--- config.mk ---
export PLATFORM = sky130hd
export DESIGN_NAME = tcm_window_decoder
export DESIGN_NICKNAME = d
export VERILOG_FILES = /design/src/rtl/tcm_pkg.sv /design/src/rtl/tcm_setting_reg.sv /design/src/rtl/tcm_window_calc.sv /design/src/rtl/tcm_window_match.sv /design/src/rtl/tcm_window_decoder.sv
export SDC_FILE = /design/constraint.sdc
export NUM_CORES = 1
export LEC_CHECK = 0
export BUFFER_PORTS_ARGS = -buffer_cell sky130_fd_sc_hd__buf_2
export CAP_MARGIN = 30
export CORE_AREA = 2 2 150 152
export CTS_BUF_LIST = sky130_fd_sc_hd__clkbuf_4
export CTS_CLUSTER_DIAMETER = 60
export DETAILED_ROUTE_END_ITERATION = 16
export DIE_AREA = 0 0 152 154
export SYNTH_ARGS = -nofsm -noshare
export SYNTH_HDL_FRONTEND = slang
export SYNTH_SLANG_ARGS = --single-unit
--- constraint.sdc ---
create_clock -name clk -period 9.2 [get_ports clk]
set_input_delay 1.84 -clock clk [delete_from_list [all_inputs] [get_ports clk]]
set_output_delay 1.84 -clock clk [all_outputs]
set_load 0.05 [all_outputs]
--- src/rtl/tcm_pkg.sv ---
// Shared constants and types for the local-memory window decoder.
// Assumes a 32-bit address space and a 512-byte size unit.
package tcm_pkg;
    localparam int unsigned AW        = 32;
    typedef logic [AW-1:0] word_t;

    // Derived description of one window
    typedef struct packed {
        word_t size;
        word_t mask;
        word_t base;
    } win_t;

    localparam int unsigned NWIN      = 2;   // index 0 data, 1 instruction
    localparam int unsigned EXP_LSB   = 1;
    localparam int unsigned EXP_W     = 5;
    localparam int unsigned MIN_EXP   = 3;
    localparam word_t SIZE_UNIT       = 32'h0000_0200;
    localparam word_t D_KEEP          = 32'hFFFF_F03E;
    localparam word_t I_KEEP          = 32'h0000_003E;
    localparam word_t D_LIMIT         = 32'hFFFF_F000;
    localparam word_t I_LIMIT         = 32'hFFFF_FFFF;
    localparam int unsigned D_EN_BIT  = 16;
    localparam int unsigned I_EN_BIT  = 18;
    localparam int unsigned RPT_I_CODE = 6;
    localparam int unsigned RPT_I_POS  = 6;
    localparam int unsigned RPT_D_CODE = 5;
    localparam int unsigned RPT_D_POS  = 18;
endpackage

--- src/rtl/tcm_setting_reg.sv ---
// Holds one window's settings word, keeping only the bits named by KEEP.
// Assumes a synchronous active-low reset; a write lands on the next edge.
module tcm_setting_reg
    import tcm_pkg::*;
#(
    parameter word_t KEEP = 32'hFFFF_FFFF
) (
    input  logic  clk,
    input  logic  rst_n,
    input  logic  we,
    input  word_t wdata,
    output word_t q
);
    // Settings storage: clear on reset, masked load on write
    always_ff @(posedge clk) begin
        if (!rst_n)  q <= '0;
        else if (we) q <= wdata & KEEP;
    end

    a_r2_kept_bits: assert property (@(posedge clk) disable iff (!rst_n)
        we |=> (q == ($past(wdata) & KEEP)));
    a_r11_hold_no_write: assert property (@(posedge clk) disable iff (!rst_n)
        !we |=> $stable(q));
endmodule

--- src/rtl/tcm_window_calc.sv ---
// Turns a settings word and an enable into size, mask and base.
// CLAMP selects the minimum-size floor; LIMIT bounds which mask bits may be set.
module tcm_window_calc
    import tcm_pkg::*;
#(
    parameter word_t LIMIT = 32'hFFFF_FFFF,
    parameter bit    CLAMP = 1'b0
) (
    input  logic  clk,
    input  logic  rst_n,
    input  logic  en,
    input  word_t setting,
    output win_t  win_o
);
    localparam word_t MIN_SIZE = SIZE_UNIT << MIN_EXP;

    logic [EXP_W-1:0] expo;
    word_t            raw;
    word_t            sz;

    // Size from the exponent field, optionally held at the floor
    always_comb begin
        expo = setting[EXP_LSB +: EXP_W];
        raw  = SIZE_UNIT << expo;
        sz   = (CLAMP && (raw < MIN_SIZE)) ? MIN_SIZE : raw;
    end

    // Window description, or an unmatched one when disabled
    always_comb begin
        if (en) begin
            win_o.size = sz;
            win_o.mask = LIMIT & ~(sz - 32'd1);
            win_o.base = setting & win_o.mask;
        end else begin
            win_o.size = '0;
            win_o.mask = '0;
            win_o.base = '1;
        end
    end

    a_r4_size_pow2: assert property (@(posedge clk) disable iff (!rst_n)
        en |-> $onehot0(win_o.size));

    if (CLAMP) begin : g_floor
        a_r5_size_floor: assert property (@(posedge clk) disable iff (!rst_n)
            en |-> (win_o.size >= MIN_SIZE));
    end
endmodule

--- src/rtl/tcm_window_match.sv ---
// Compares one address against one window's mask and base.
// Assumes a disabled window carries a base that no masked address can equal.
module tcm_window_match
    import tcm_pkg::*;
(
    input  word_t addr,
    input  win_t  win,
    output logic  hit
);
    // Masked compare
    assign hit = ((addr & win.mask) == win.base);
endmodule

--- src/rtl/tcm_window_decoder.sv ---
// Two local-memory windows (data, instruction) with settings, enables and hits.
// Assumes ctrl_word mirrors the core's control register; only bits 16 and 18 matter.
module tcm_window_decoder
    import tcm_pkg::*;
(
    input  logic        clk,
    input  logic        rst_n,
    input  logic        cfg_we,
    input  logic        cfg_sel,
    input  logic [31:0] cfg_wdata,
    input  logic [31:0] ctrl_word,
    input  logic [31:0] lookup_addr,
    output logic [31:0] d_setting_o,
    output logic [31:0] i_setting_o,
    output logic [31:0] d_size_o,
    output logic [31:0] d_mask_o,
    output logic [31:0] d_base_o,
    output logic [31:0] i_size_o,
    output logic [31:0] i_mask_o,
    output logic [31:0] i_base_o,
    output logic        d_hit_o,
    output logic        i_hit_o,
    output logic [31:0] size_report_o
);
    logic [NWIN-1:0] en_q;
    logic [NWIN-1:0] hit;
    word_t           setting_q [NWIN];
    win_t            win       [NWIN];

    logic unused_ctrl;
    assign unused_ctrl = ^{ctrl_word[31:19], ctrl_word[17], ctrl_word[15:0]};

    // Capture the window enables from the control word
    always_ff @(posedge clk) begin
        if (!rst_n) en_q <= '0;
        else        en_q <= {ctrl_word[I_EN_BIT], ctrl_word[D_EN_BIT]};
    end

    for (genvar w = 0; w < NWIN; w++) begin : g_win
        localparam word_t       KEEP   = (w == 0) ? D_KEEP  : I_KEEP;
        localparam word_t       LIMIT  = (w == 0) ? D_LIMIT : I_LIMIT;
        localparam bit          CLAMP  = (w == 0);
        localparam logic        SEL    = (w == 0) ? 1'b0 : 1'b1;
        localparam int unsigned EN_BIT = (w == 0) ? D_EN_BIT : I_EN_BIT;

        logic we_w;
        assign we_w = cfg_we && (cfg_sel == SEL);

        tcm_setting_reg #(.KEEP(KEEP)) i_setting (
            .clk   (clk),
            .rst_n (rst_n),
            .we    (we_w),
            .wdata (cfg_wdata),
            .q     (setting_q[w])
        );

        tcm_window_calc #(.LIMIT(LIMIT), .CLAMP(CLAMP)) i_calc (
            .clk     (clk),
            .rst_n   (rst_n),
            .en      (en_q[w]),
            .setting (setting_q[w]),
            .win_o   (win[w])
        );

        tcm_window_match i_match (
            .addr (lookup_addr),
            .win  (win[w]),
            .hit  (hit[w])
        );

        a_r8_off_no_hit: assert property (@(posedge clk) disable iff (!rst_n)
            !ctrl_word[EN_BIT] |=> !hit[w]);
        a_r3_enable_follows: assert property (@(posedge clk) disable iff (!rst_n)
            ctrl_word[EN_BIT] |=> (win[w].base != 32'hFFFF_FFFF));
    end

    // Output mapping
    assign d_setting_o = setting_q[0];
    assign i_setting_o = setting_q[1];
    assign d_size_o    = win[0].size;
    assign d_mask_o    = win[0].mask;
    assign d_base_o    = win[0].base;
    assign i_size_o    = win[1].size;
    assign i_mask_o    = win[1].mask;
    assign i_base_o    = win[1].base;
    assign d_hit_o     = hit[0];
    assign i_hit_o     = hit[1];
    assign size_report_o = (word_t'(RPT_I_CODE) << RPT_I_POS)
                         | (word_t'(RPT_D_CODE) << RPT_D_POS);
endmodule

==> impl_results.md <==
- Outcome: finished clean
- Gpl congestion: around 0.81
- Synth Area in Adders: 0.002999
- Core Rows: 54
- Placed Area: between 4000 and 5000 sq um
- Initial antenna violation count: 5
- Layout Skew: 0 ns
- Initial Utilization: 0.1923
- Vias in the first global route: a little under 4,000
- CP arrival: between 3 and 4 ns
- GR Overflow Total: 0
- Layout cells sized above 1: 0.3308
- Ys flop type: dfxtp_1
- Synth warn: 0
- Yosys reg bits: 32
- Drt pass-1 iters: 5
- # H-tree levels: 2
- Crit path buffers/inverters: 2
- Internal reg-to-reg setup slack: roughly 7.8 ns
- Highest clock rate: approximately 180 MHz
- Depth of the most critical reg-to-reg path: 2
- Final Setup Violations: 0
- First-pass GRT wire length: 26,010 um
- Core Area: between 20,000 and 25,000 sq um
- TNS Setup: 0 ns
- Final net count: about 900
- Worst slew pin tran: a little over 0.9 ns
- Post_cts resized: 0
- Syn avg cell area: approximately 6.6 sq um
- Crit-path leading delay family: simple AND/OR/NAND/NOR gates
- Syn Inst Count: between 600 and 700
- Commonest non-fill, non-tap cells in the layout: buf_2, conb_1, nand2_1
- Clock buffer depth: 2
- Total GRT Usage: 0.1453
- RSZ-0062 raised after global routing: false
- Clock Sinks: 32
- HPWL Detailed: 14,570 um
- Drt drc: 0
- Vias/cell: 4.101
- Crit path kind: in -> out
- P_leak: approximately 2.5 nW
- Simple-Gate Fraction of Synth Area: 0.2888
- Power Density: roughly 130 nW/um^2
- Port Buf Inserts: 235
- Compound-Gate Fraction of Synth Area: 0.1806
- Synth async-reset ratio: 0
- Postcts setup bufs: 0
- Multiplexer area fraction after synthesis: 0.007798
- Critical-path top delay cell: nor4_1
- CTS buffer count: 5
- 1st-iter DRT viols: 219
- Crit path depth: 8
- CTS tree: built
- Most common cell after layout, fill and taps aside: buf_2
- Critical path peak fanout: 3
- Final WL: about 18,000 um
- Critical path required time: around 7.4 ns
- Hold Path Depth: 2
- CTS Root Buffer Type: clkbuf_4
- Die Y: between 150 and 200 um
- WL/cell: about 17 um
- Overall die width: 152 um
- Post-CTS Hold Buffers: 0
- Final Hold Vio Count: 0
- Largest net degree at the start of global routing: 41
- Maximum vdd drop: 0.00004016 V
- Worst skew pair latency: 0.35 ns
- Setup slack after layout: around 3.5 ns
- Sequential share of the synthesized area: 0.1536
- Final Cell Area: approximately 5000 sq um
- Number of I/O pins: 390
- Antenna viol nets, final: 0
- Setup WS pre-CTS: between 3 and 4 ns
- CP cell instances: buf_2 -> nor4_1 -> o211ai_1 -> a221oi_2 -> o2111ai_1 -> nor4_1 -> and4_1 -> buf_2
- Die Area: 23,410 sq um
- Mapped cell area: between 4000 and 5000 sq um
- Final Critical Period: roughly 5.7 ns
- CP endpoint kind: output port
- Final worst path period share: 0.6202
- Largest family of logic cells by synthesized area: buffers and inverters
- Post-synth EDFFs: 0
- Slew margin rel.: 0.3767
- Critical Path Max Stage Delay: about 0.53 ns
- Vias: between 4,000 and 5,000
- Post-Synth XOR/XNOR Area: 0.03779
- Synth cell types: 61
- Max-slew violations: 0
- Max_cap viols: 0
- Hold/Removal Path Class: reg -> reg
- CP startpoint kind: input pin
- P&R area growth vs syn: 18.45%
- Reg clk slew, reported paths: approximately 0.11 ns
[routing by layer]
metal / vias to the layer above / GRT usage / part of all wire
met1: 2049 / 0.1950 / 0.45
met4: 6 / 0.03115 / 0.019
met5: - / 0 / 0.0023
met3: 24 / 0.03833 / 0.065
met2: 202 / 0.2342 / 0.47
li1: 2173 / - / -
[logic make-up after synthesis]
| group | after synthesis |
|---|---|
| buffers and inverters | 203 |
| and+or+nand+nor | 263 |
| other | 2 |
| DFF | 32 |
| adders and majority gates | 1 |
| muxes | 3 |
| AOI/OAI and AO/OA | 112 |
| xor gates and xnor gates | 18 |
[Yosys cell counts (all sizes together) (2+ instances only)]
cell type / n / area (sq um)
nand2: 107 / 404.1
a211oi: 2 / 15.01
a21o: 3 / 22.52
nor4: 3 / 18.77
xnor2: 10 / 87.58
or2: 2 / 12.52
o211ai: 4 / 30.03
nand3: 14 / 70.07
a22oi: 2 / 15.01
or3: 5 / 31.28
a21oi: 22 / 117.6
and2: 11 / 68.82
nand4: 3 / 18.77
dfxtp: 32 / 640.6
and3: 5 / 36.28
clkbuf: 16 / 60.06
o22ai: 4 / 25.02
a31oi: 3 / 18.77
nand2b: 8 / 50.05
o21a: 6 / 52.55
o21ai: 24 / 120.1
clkinv: 2 / 7.510
nand3b: 9 / 67.56
o32ai: 2 / 17.52
nor2b: 6 / 37.54
nor2: 72 / 270.3
a221oi: 2 / 23.77
mux2: 2 / 22.52
conb: 2 / 7.510
xor2: 8 / 70.07
inv: 13 / 48.80
a21boi: 31 / 232.7
a311oi: 2 / 17.52
nor3: 10 / 50.05
buf: 172 / 1246
[power breakdown]
group	switching [mW]	internal, mW
clock network	0.0652	0.0295
logic	0.307	0.0676
registers	0.0144	0.145
total	0.386	0.242
[cell type report]
cell class | count | area (sq um)
Timing Repair Buffer | 244 | 1264
Fill cell | 2458 | 16750
Tap cell | 280 | 350.3
Inverter | 15 | 56.30
Clock buffer | 5 | 37.54
Antenna cell | 2 | 5.005
Sequential cell | 32 | 640.6
Multi-Input combinational cell | 505 | 2569
Clock inverter | 3 | 18.77
[through the flow]
stage	utilization	power, mW	hold slack (ns)	cells
5_1_grt	0.2276	0.6642	0.5640	1084
4_1_cts	0.2276	0.6378	0.5286	1084
3_5_place_dp	0.2250	0.5385	0.5087	1076
3_3_place_gp	0.2237	0.5361	0.4987	1075
2_1_floorplan	-	0.5062	0.6884	740
6_report	0.2278	0.6286	0.5243	1086
[final timing paths]
kind,from,to
hold reg to reg,g_win[0].i_setting.q[18]$_SDFFE_PN0P_,g_win[0].i_setting.q[18]$_SDFFE_PN0P_
setup / recovery,lookup_addr[25],i_hit_o
setup reg to reg,g_win[1].i_setting.q[4]$_SDFFE_PN0P_,g_win[1].i_setting.q[4]$_SDFFE_PN0P_
hold / removal,g_win[0].i_setting.q[18]$_SDFFE_PN0P_,g_win[0].i_setting.q[18]$_SDFFE_PN0P_
[state kept, by name (all words and copies together) (netlist names)]
signal,cells
en_q,2
g_win.i_setting.q,30
[worst reg2reg max path: stages, from the launching register on]
cell	delay (ns)
dfxtp_1	0.95
nand2_1	0.13
a21boi_0	0.21
Note: power is estimated with default switching activity, not from simulation.
